===== src/rtl/xfer_pkg.sv =====
package xfer_pkg;
  localparam int IDX_W  = 3;
  localparam int DATA_W = 16;
  localparam int BYTE_W = DATA_W / 2;
  localparam int PB_W   = 8;
  localparam int OP_BIT = PB_W - 1;

  typedef enum logic [IDX_W-1:0] {
    RI_A   = 3'd0,
    RI_B   = 3'd1,
    RI_CC  = 3'd2,
    RI_TMP = 3'd3,
    RI_D   = 3'd4,
    RI_X   = 3'd5,
    RI_Y   = 3'd6,
    RI_SP  = 3'd7
  } reg_idx_e;

  function automatic logic is_narrow(input logic [IDX_W-1:0] idx);
    return idx < RI_TMP;
  endfunction

  // first-to-second value: sign-extend 8-bit sources only when sext is set
  function automatic logic [DATA_W-1:0] widen_fwd(input logic [IDX_W-1:0] idx,
                                                  input logic [DATA_W-1:0] raw,
                                                  input logic sext);
    logic [BYTE_W-1:0] lo;
    lo = raw[BYTE_W-1:0];
    if (is_narrow(idx))
      return {{BYTE_W{sext & lo[BYTE_W-1]}}, lo};
    return raw;
  endfunction

  // second-to-first value during exchange: B and CCR get an all-ones upper byte
  function automatic logic [DATA_W-1:0] widen_back(input logic [IDX_W-1:0] idx,
                                                   input logic [DATA_W-1:0] raw);
    logic [BYTE_W-1:0] lo;
    lo = raw[BYTE_W-1:0];
    if (idx == RI_B || idx == RI_CC)
      return {{BYTE_W{1'b1}}, lo};
    if (is_narrow(idx))
      return {{BYTE_W{1'b0}}, lo};
    return raw;
  endfunction

  function automatic logic [DATA_W-1:0] fit_dest(input logic [IDX_W-1:0] idx,
                                                 input logic [DATA_W-1:0] val);
    if (is_narrow(idx))
      return {{BYTE_W{1'b0}}, val[BYTE_W-1:0]};
    return val;
  endfunction
endpackage


===== src/rtl/xfer_capture.sv =====
module xfer_capture
  import xfer_pkg::*;
(
  input  logic              clk,
  input  logic              rst_n,
  input  logic              start,
  input  logic [PB_W-1:0]   postbyte,
  input  logic [DATA_W-1:0] rd0_data,
  input  logic [DATA_W-1:0] rd1_data,
  output logic              accept,
  output logic              busy_q,
  output logic [PB_W-1:0]   pb_q,
  output logic [DATA_W-1:0] v_first_q,
  output logic [DATA_W-1:0] v_second_q
);
  assign accept = start & ~busy_q;

  always_ff @(posedge clk or negedge rst_n) begin
    if (!rst_n) begin
      busy_q     <= 1'b0;
      pb_q       <= '0;
      v_first_q  <= '0;
      v_second_q <= '0;
    end else begin
      busy_q <= accept;
      if (accept) begin
        pb_q       <= postbyte;
        v_first_q  <= rd0_data;
        v_second_q <= rd1_data;
      end
    end
  end
endmodule


===== src/rtl/xfer_route.sv =====
module xfer_route
  import xfer_pkg::*;
(
  input  logic [PB_W-1:0]   pb,
  input  logic [DATA_W-1:0] v_first,
  input  logic [DATA_W-1:0] v_second,
  output logic              xchg,
  output logic [IDX_W-1:0]  w0_idx,
  output logic [DATA_W-1:0] w0_data,
  output logic [IDX_W-1:0]  w1_idx,
  output logic [DATA_W-1:0] w1_data
);
  logic [IDX_W-1:0]  first_idx;
  logic [IDX_W-1:0]  second_idx;
  logic [DATA_W-1:0] fwd_val;
  logic [DATA_W-1:0] back_val;

  always_comb begin
    xchg       = pb[OP_BIT];
    first_idx  = pb[2*IDX_W:IDX_W+1];
    second_idx = pb[IDX_W-1:0];
    fwd_val    = widen_fwd(first_idx, v_first, ~xchg);
    back_val   = widen_back(second_idx, v_second);
    w0_idx     = second_idx;
    w0_data    = fit_dest(second_idx, fwd_val);
    w1_idx     = first_idx;
    w1_data    = fit_dest(first_idx, back_val);
  end
endmodule


===== src/rtl/xfer_exch_unit.sv =====
module xfer_exch_unit
  import xfer_pkg::*;
(
  input  logic              clk,
  input  logic              rst_n,
  input  logic              start,
  input  logic [PB_W-1:0]   postbyte,
  output logic [IDX_W-1:0]  rd0_idx,
  input  logic [DATA_W-1:0] rd0_data,
  output logic [IDX_W-1:0]  rd1_idx,
  input  logic [DATA_W-1:0] rd1_data,
  output logic              wr0_en,
  output logic [IDX_W-1:0]  wr0_idx,
  output logic [DATA_W-1:0] wr0_data,
  output logic              wr1_en,
  output logic [IDX_W-1:0]  wr1_idx,
  output logic [DATA_W-1:0] wr1_data,
  output logic              done
);
  logic              accept;
  logic              busy_q;
  logic [PB_W-1:0]   pb_q;
  logic [DATA_W-1:0] v_first_q;
  logic [DATA_W-1:0] v_second_q;
  logic              xchg;

  assign rd0_idx = postbyte[2*IDX_W:IDX_W+1];
  assign rd1_idx = postbyte[IDX_W-1:0];

  xfer_capture u_cap (
    .clk        (clk),
    .rst_n      (rst_n),
    .start      (start),
    .postbyte   (postbyte),
    .rd0_data   (rd0_data),
    .rd1_data   (rd1_data),
    .accept     (accept),
    .busy_q     (busy_q),
    .pb_q       (pb_q),
    .v_first_q  (v_first_q),
    .v_second_q (v_second_q)
  );

  xfer_route u_route (
    .pb       (pb_q),
    .v_first  (v_first_q),
    .v_second (v_second_q),
    .xchg     (xchg),
    .w0_idx   (wr0_idx),
    .w0_data  (wr0_data),
    .w1_idx   (wr1_idx),
    .w1_data  (wr1_data)
  );

  assign done   = busy_q;
  assign wr0_en = busy_q;
  assign wr1_en = busy_q & xchg;
endmodule


===== config.mk =====
export PLATFORM = sky130hd
export DESIGN_NAME = xfer_exch_unit
export DESIGN_NICKNAME = d
export VERILOG_FILES = /design/src/rtl/xfer_pkg.sv /design/src/rtl/xfer_capture.sv /design/src/rtl/xfer_route.sv /design/src/rtl/xfer_exch_unit.sv
export SDC_FILE = /design/constraint.sdc
export NUM_CORES = 1
export LEC_CHECK = 0
export ABC_AREA = 0
export BUFFER_PORTS_ARGS = -buffer_cell sky130_fd_sc_hd__clkbuf_2
export CORE_MARGIN = 2
export CORE_UTILIZATION = 46
export CTS_CLUSTER_DIAMETER = 100
export CTS_CLUSTER_SIZE = 40
export DETAILED_ROUTE_END_ITERATION = 12
export GPL_ROUTABILITY_DRIVEN = 0
export PLACE_DENSITY = 0.76
export SYNTH_ARGS = -nofsm -noshare
export SYNTH_HDL_FRONTEND = slang
export SYNTH_SLANG_ARGS = --single-unit

===== constraint.sdc =====
create_clock -name clk -period 1.9 [get_ports clk]
set_clock_uncertainty 0.15 [all_clocks]
set_input_delay 0.095 -clock clk [delete_from_list [all_inputs] [get_ports clk]]
set_output_delay 0.095 -clock clk [all_outputs]
set_load 0.01 [all_outputs]

; Word-level counts from Yosys, hierarchy flattened
; Index checks and enable logic that the tools add are counted.
[word_totals]
register_bits = 41
latchBits = 0
ram_bits = 0
mem_bits_ro = 0
in_bits = 43
output_inout_bits = 47
word_cells = 28
mem_count = 0
[op_classes]
add_sub_neg = 0
n_mul = 0
div_mod_pow = 0
n_lt_le_gt_ge = 2
n_eq_ne = 2
n_shift = 0
n_mux = 14
bitwise_logic = 5
n_reduce_logical = 1
[ops]
columns = cell, n
row1 = $mux W16, 10
row2 = $lt A3 B2 Y1 const B, 2
row3 = $mux W1, 4
row4 = $and A1 B1 Y1, 3
row5 = $eq A3 B1 Y1 const B, 1
row6 = $eq A3 B2 Y1 const B, 1
row7 = $not A1 Y1, 2
row8 = $logic_or A1 B1 Y1, 1

; Depth between registers and ports, before layout
[depth]
ltp_word = 8
mapped_depth = 5
mapped_depth_nobuf = 3

; By module
; From an unflattened synthesis, not the netlist that was laid out.
[unflattened]
cells_unflattened = 149
area_unflattened_um2 = 2188.3
[modules_own_cells]
columns = module, n_inst, cells_each, area_per_inst_um2, seq_area_each_um2
row1 = xfer_capture, 1, 87, 1727.9, 1026.0
row2 = xfer_route, 1, 54, 401.6, 0.0
row3 = xfer_exch_unit, 1, 8, 58.8, 0.0

; Least setup slack after synthesis
; OpenSTA, ideal clock, no wires.
[synth_path]
kind = flip-flop to output port
start = register u_cap.pb_q[4]
end = output wr0_data[10]
arrival_ns = 1.414
t_required_ns = 1.655
slack_ns = 0.241
path_stages_with_launch = 6
n_path_buf = 2
cell_sequence = dfrtp_1 > a21o_1 > buf_6 > or3b_4 > buf_6 > a21oi_2
[synth_via]
elab_chain_len = 4
[synth_rtl]
columns = item, line
row1 = "start, declared", xfer_capture.sv:12  ; output logic [PB_W-1:0] pb_q,
row2 = "start signal, assigned", xfer_capture.sv:27  ; pb_q <= postbyte;
row3 = $lt A3 B2 Y1, xfer_pkg.sv:20  ; return idx < RI_TMP;
row4 = $mux W1, xfer_pkg.sv:29  ; if (is_narrow(idx))
row5 = $mux W16, xfer_pkg.sv:31  ; return raw;
row6 = $mux W16, xfer_pkg.sv:50  ; return val;
row7 = "end, declared", xfer_exch_unit.sv:14  ; output logic [DATA_W-1:0] wr0_data,
; No other way between the ends.

; Final worst setup path
[layout_path]
start = register u_cap.pb_q[6]
end = output wr0_data[15]
; Same word-level chain as after synthesis.

==> flow_summary_export.csv <==
group,metric,value,unit
synth,synth_top_area_cell,"dfrtp_1",
clock_network,numCtsBuffers,5,
critical_path,path_buf_inv,1,
synth,syn_area_per_cell,13.5,um^2
clock_network,htreeDepth,2,
die,core_area,3970,um^2
power_and_ir_drop,internal_power,0.00163,W
synth,yosys_warnings,0,
placement,dp_hpwl,2760,um
routing,wire_per_inst,13.1,um
critical_path,reg2reg_from,"u_cap.busy_q",
die,chipWidth,67.8,um
power_and_ir_drop,powerDensity,844,nW/um^2
sta,rsz0062_at_grt,"yes",
power_and_ir_drop,switching_share,29.2,%
synth,synth.area.top_cells,"dfrtp_1 53%, mux2_2 23%, buf_4 9.2%",
clock_network,clk_path_buf_depth,2,
grt,met2_usage,32.8,%
placement,port_buffers,88,
critical_path,endpoint_kind,"output pin",
synth,synthCells,139,
critical_path,cp.required,1650,ps
critical_path,crit_chain,"a21o_1 > or3b_4 > a21oi_4 > buf_6",
grt,top_usage_layer,"met2",
final_layout,seq_area,1000,um^2
critical_path,r2r_end,"u_cap.v_second_q[2]",
synth,yosysUniqueCellTypes,15,
clock_network,clk_latency,280,ps
routing,drtIter0Drc,32,
final_layout,fin_nets,296,
routing,ant_nets,0,
grt,grt_max_degree,31,
routing,drcViolationCount,0,
critical_path,critPathTopFamily,"simple AND/OR/NAND/NOR gates",
final_layout,fillers,306,
final_layout,layout_common_cells,"80 x clkbuf_2, 40 x dlygate4sd3_1, 40 x dfrtp_1",
power_and_ir_drop,seq_power_share,45.7,%
critical_path,critical-path-slowest-cell,"or3b_4",
clock_network,clkTransAtPathRegs,70,ps
outcome,outcome,"complete, no violations",
die,num_io_pins,90,
sta,relSlewSlack,52.0,%
power_and_ir_drop,power.leakage,1.32,nW
grt,grt_pass1_vias,1419,
die,rows,23,
grt,antenna_found_initial,0,
routing,dr_total_vias,1392,
synth,synth_top_area_share,53.4,%
sta,setup_slack,26.7,ps
sta,max_freq,534,MHz
power_and_ir_drop,power_frac_clock,22.2,%
sta,finalSetupViolCount,0,
grt,grt_overflow_total,0,
power_and_ir_drop,comb_power_share,32.1,%
final_layout,area_growth,45.1,%
worst_hold_path,whs_endpoint,"u_cap.busy_q",
routing,dr.pass1.iters,4,
final_layout,drive_gt1_share,60.9,%
power_and_ir_drop,power_switching,0.000671,W
die,die_area,4600,um^2
final_layout,layout_commonest_cell,"clkbuf_2",
synth,syn_nets,182,
grt,use_met1,21.7,%
critical_path,r2r_cells,3,
clock_network,cts.sinks,40,
grt,grt_pass1_wl,6290,um
grt,track_usage,18.8,%
final_layout,multi_input_area,664,um^2
critical_path,r2r_slack,380,ps
final_layout,num_antenna_cells,0,
synth,syn_area,1870,um^2
die,die_y,67.8,um
synth,synth-seq-area-share,53.4,%
worst_hold_path,whs_path_depth,3,
sta,period_share,98.6,%
die,initial_utilization,47.2,%
placement,dpl-instance-area,2220,um^2
sta,finalHoldViolCount,0,
routing,detail_route.vias_per_cell,4.59,
routing,totalWireLength,3980,um
critical_path,max_stage_delay,470,ps
clock_network,root_buffer,"clkbuf_8",
grt,grtUsageMet3,3.95,%
job,drv_cap,0,
worst_hold_path,hp-class,"in -> reg",
critical_path,cp-startpoint,"u_cap.pb_q[6]",
critical_path,crit_type,"reg -> out",
worst_hold_path,hp-start,"start",
placement,pre_cts_ws,299,ps
final_layout,finish.instance_area,2720,um^2
critical_path,cp_max_fo,8,
synth,synth_seq_cells,40,
clock_network,cts_tree,"done",
power_and_ir_drop,ir_drop,0.562,mV
sta,fin_crit,1870,ps
critical_path,cp-start-kind,"register",
final_layout,final_util,68.5,%
critical_path,crit_arrival,1630,ps
sta,holdWs,157,ps
sta,finalSetupTns,0,ps
sta,worstMarginPinSlew,721,ps
sta,drv_slew,0,
through the flow:
step	std cells	total power (W)
6_report	303	0.00230
5_1_grt	303	0.00244
4_1_cts	301	0.00232
3_5_place_dp	254	0.00173
3_3_place_gp	254	0.00171
2_1_floorplan	139	0.00153
state kept, by name, indices dropped and copies added, names as in the netlist:
name              cells
u_cap.v_first_q      16
u_cap.v_second_q     16
u_cap.pb_q            7
u_cap.busy_q          1
power by group through the flow:
| stage | Sequential (W) | Clock [W] | Combinational [W] |
|---|---|---|---|
| after floorplan | 0.00106 | 0 | 0.000470 |
| after global placement | 0.00106 | 0 | 0.000656 |
| after detailed placement | 0.00107 | 0 | 0.000666 |
| after CTS | 0.00105 | 0.000535 | 0.000732 |
| after global routing | 0.00107 | 0.000563 | 0.000808 |
| final | 0.00105 | 0.000510 | 0.000737 |
metal layers:
metal  vias up  share of wire (%)
met5         -                  0
met4         0                1.7
met3         7                4.4
met2        42                 54
met1       660                 40
li1        683                  -
synthesized netlist by cell type:
cell type,number
a21o_1,1
buf_4,23
nand2_1,8
buf_6,2
a21oi_2,7
o31a_2,1
o21a_1,8
a21oi_1,1
and2_1,1
mux2_2,39
or3b_4,1
nor2b_1,1
buf_2,5
a21oi_4,1
dfrtp_1,40
cell families after synthesis:
kind of cell | Yosys count | share of synthesized area [%]
DFF | 40 | 53.4
muxes | 39 | 23.4
buffers and inverters | 30 | 11.7
AOI/OAI and AO/OA | 19 | 8.55
and+or+nand+nor | 11 | 2.87
final cells by class:
type | instances | area share, %
tap | 50 | 2.30
timing repair buffer | 137 | 33.6
clock buffer | 6 | 2.67
clock inverter | 1 | 0.184
sequential | 40 | 36.8
multi-input combinational | 69 | 24.4
timing repair:
action,CTS,global route
gates cloned,0,0
hold endpoints to repair,67,0
pin swaps,1,1
buffers inserted,0,2
endpoints found under the setup margin,8,8
hold buffers,40,0
gates resized for setup,0,9
how the worst max path moves through the flow:
stage	to	slack [ps]	depth (start not counted)
CTS	wr0_data[11]	4	4
detailed placement	wr0_data[11]	300	4
floorplan	wr0_data[10]	240	5
finish	wr0_data[15]	30	4
global placement	wr0_data[13]	310	4
global route	wr0_data[15]	-30	4
worst register-to-register path, stage by stage, from the launching register on:
cell     delay, ps
dfrtp_1        440
nor2b_4        130
buf_4          300
mux2_2         390
Power figures use the tool's default switching activity.
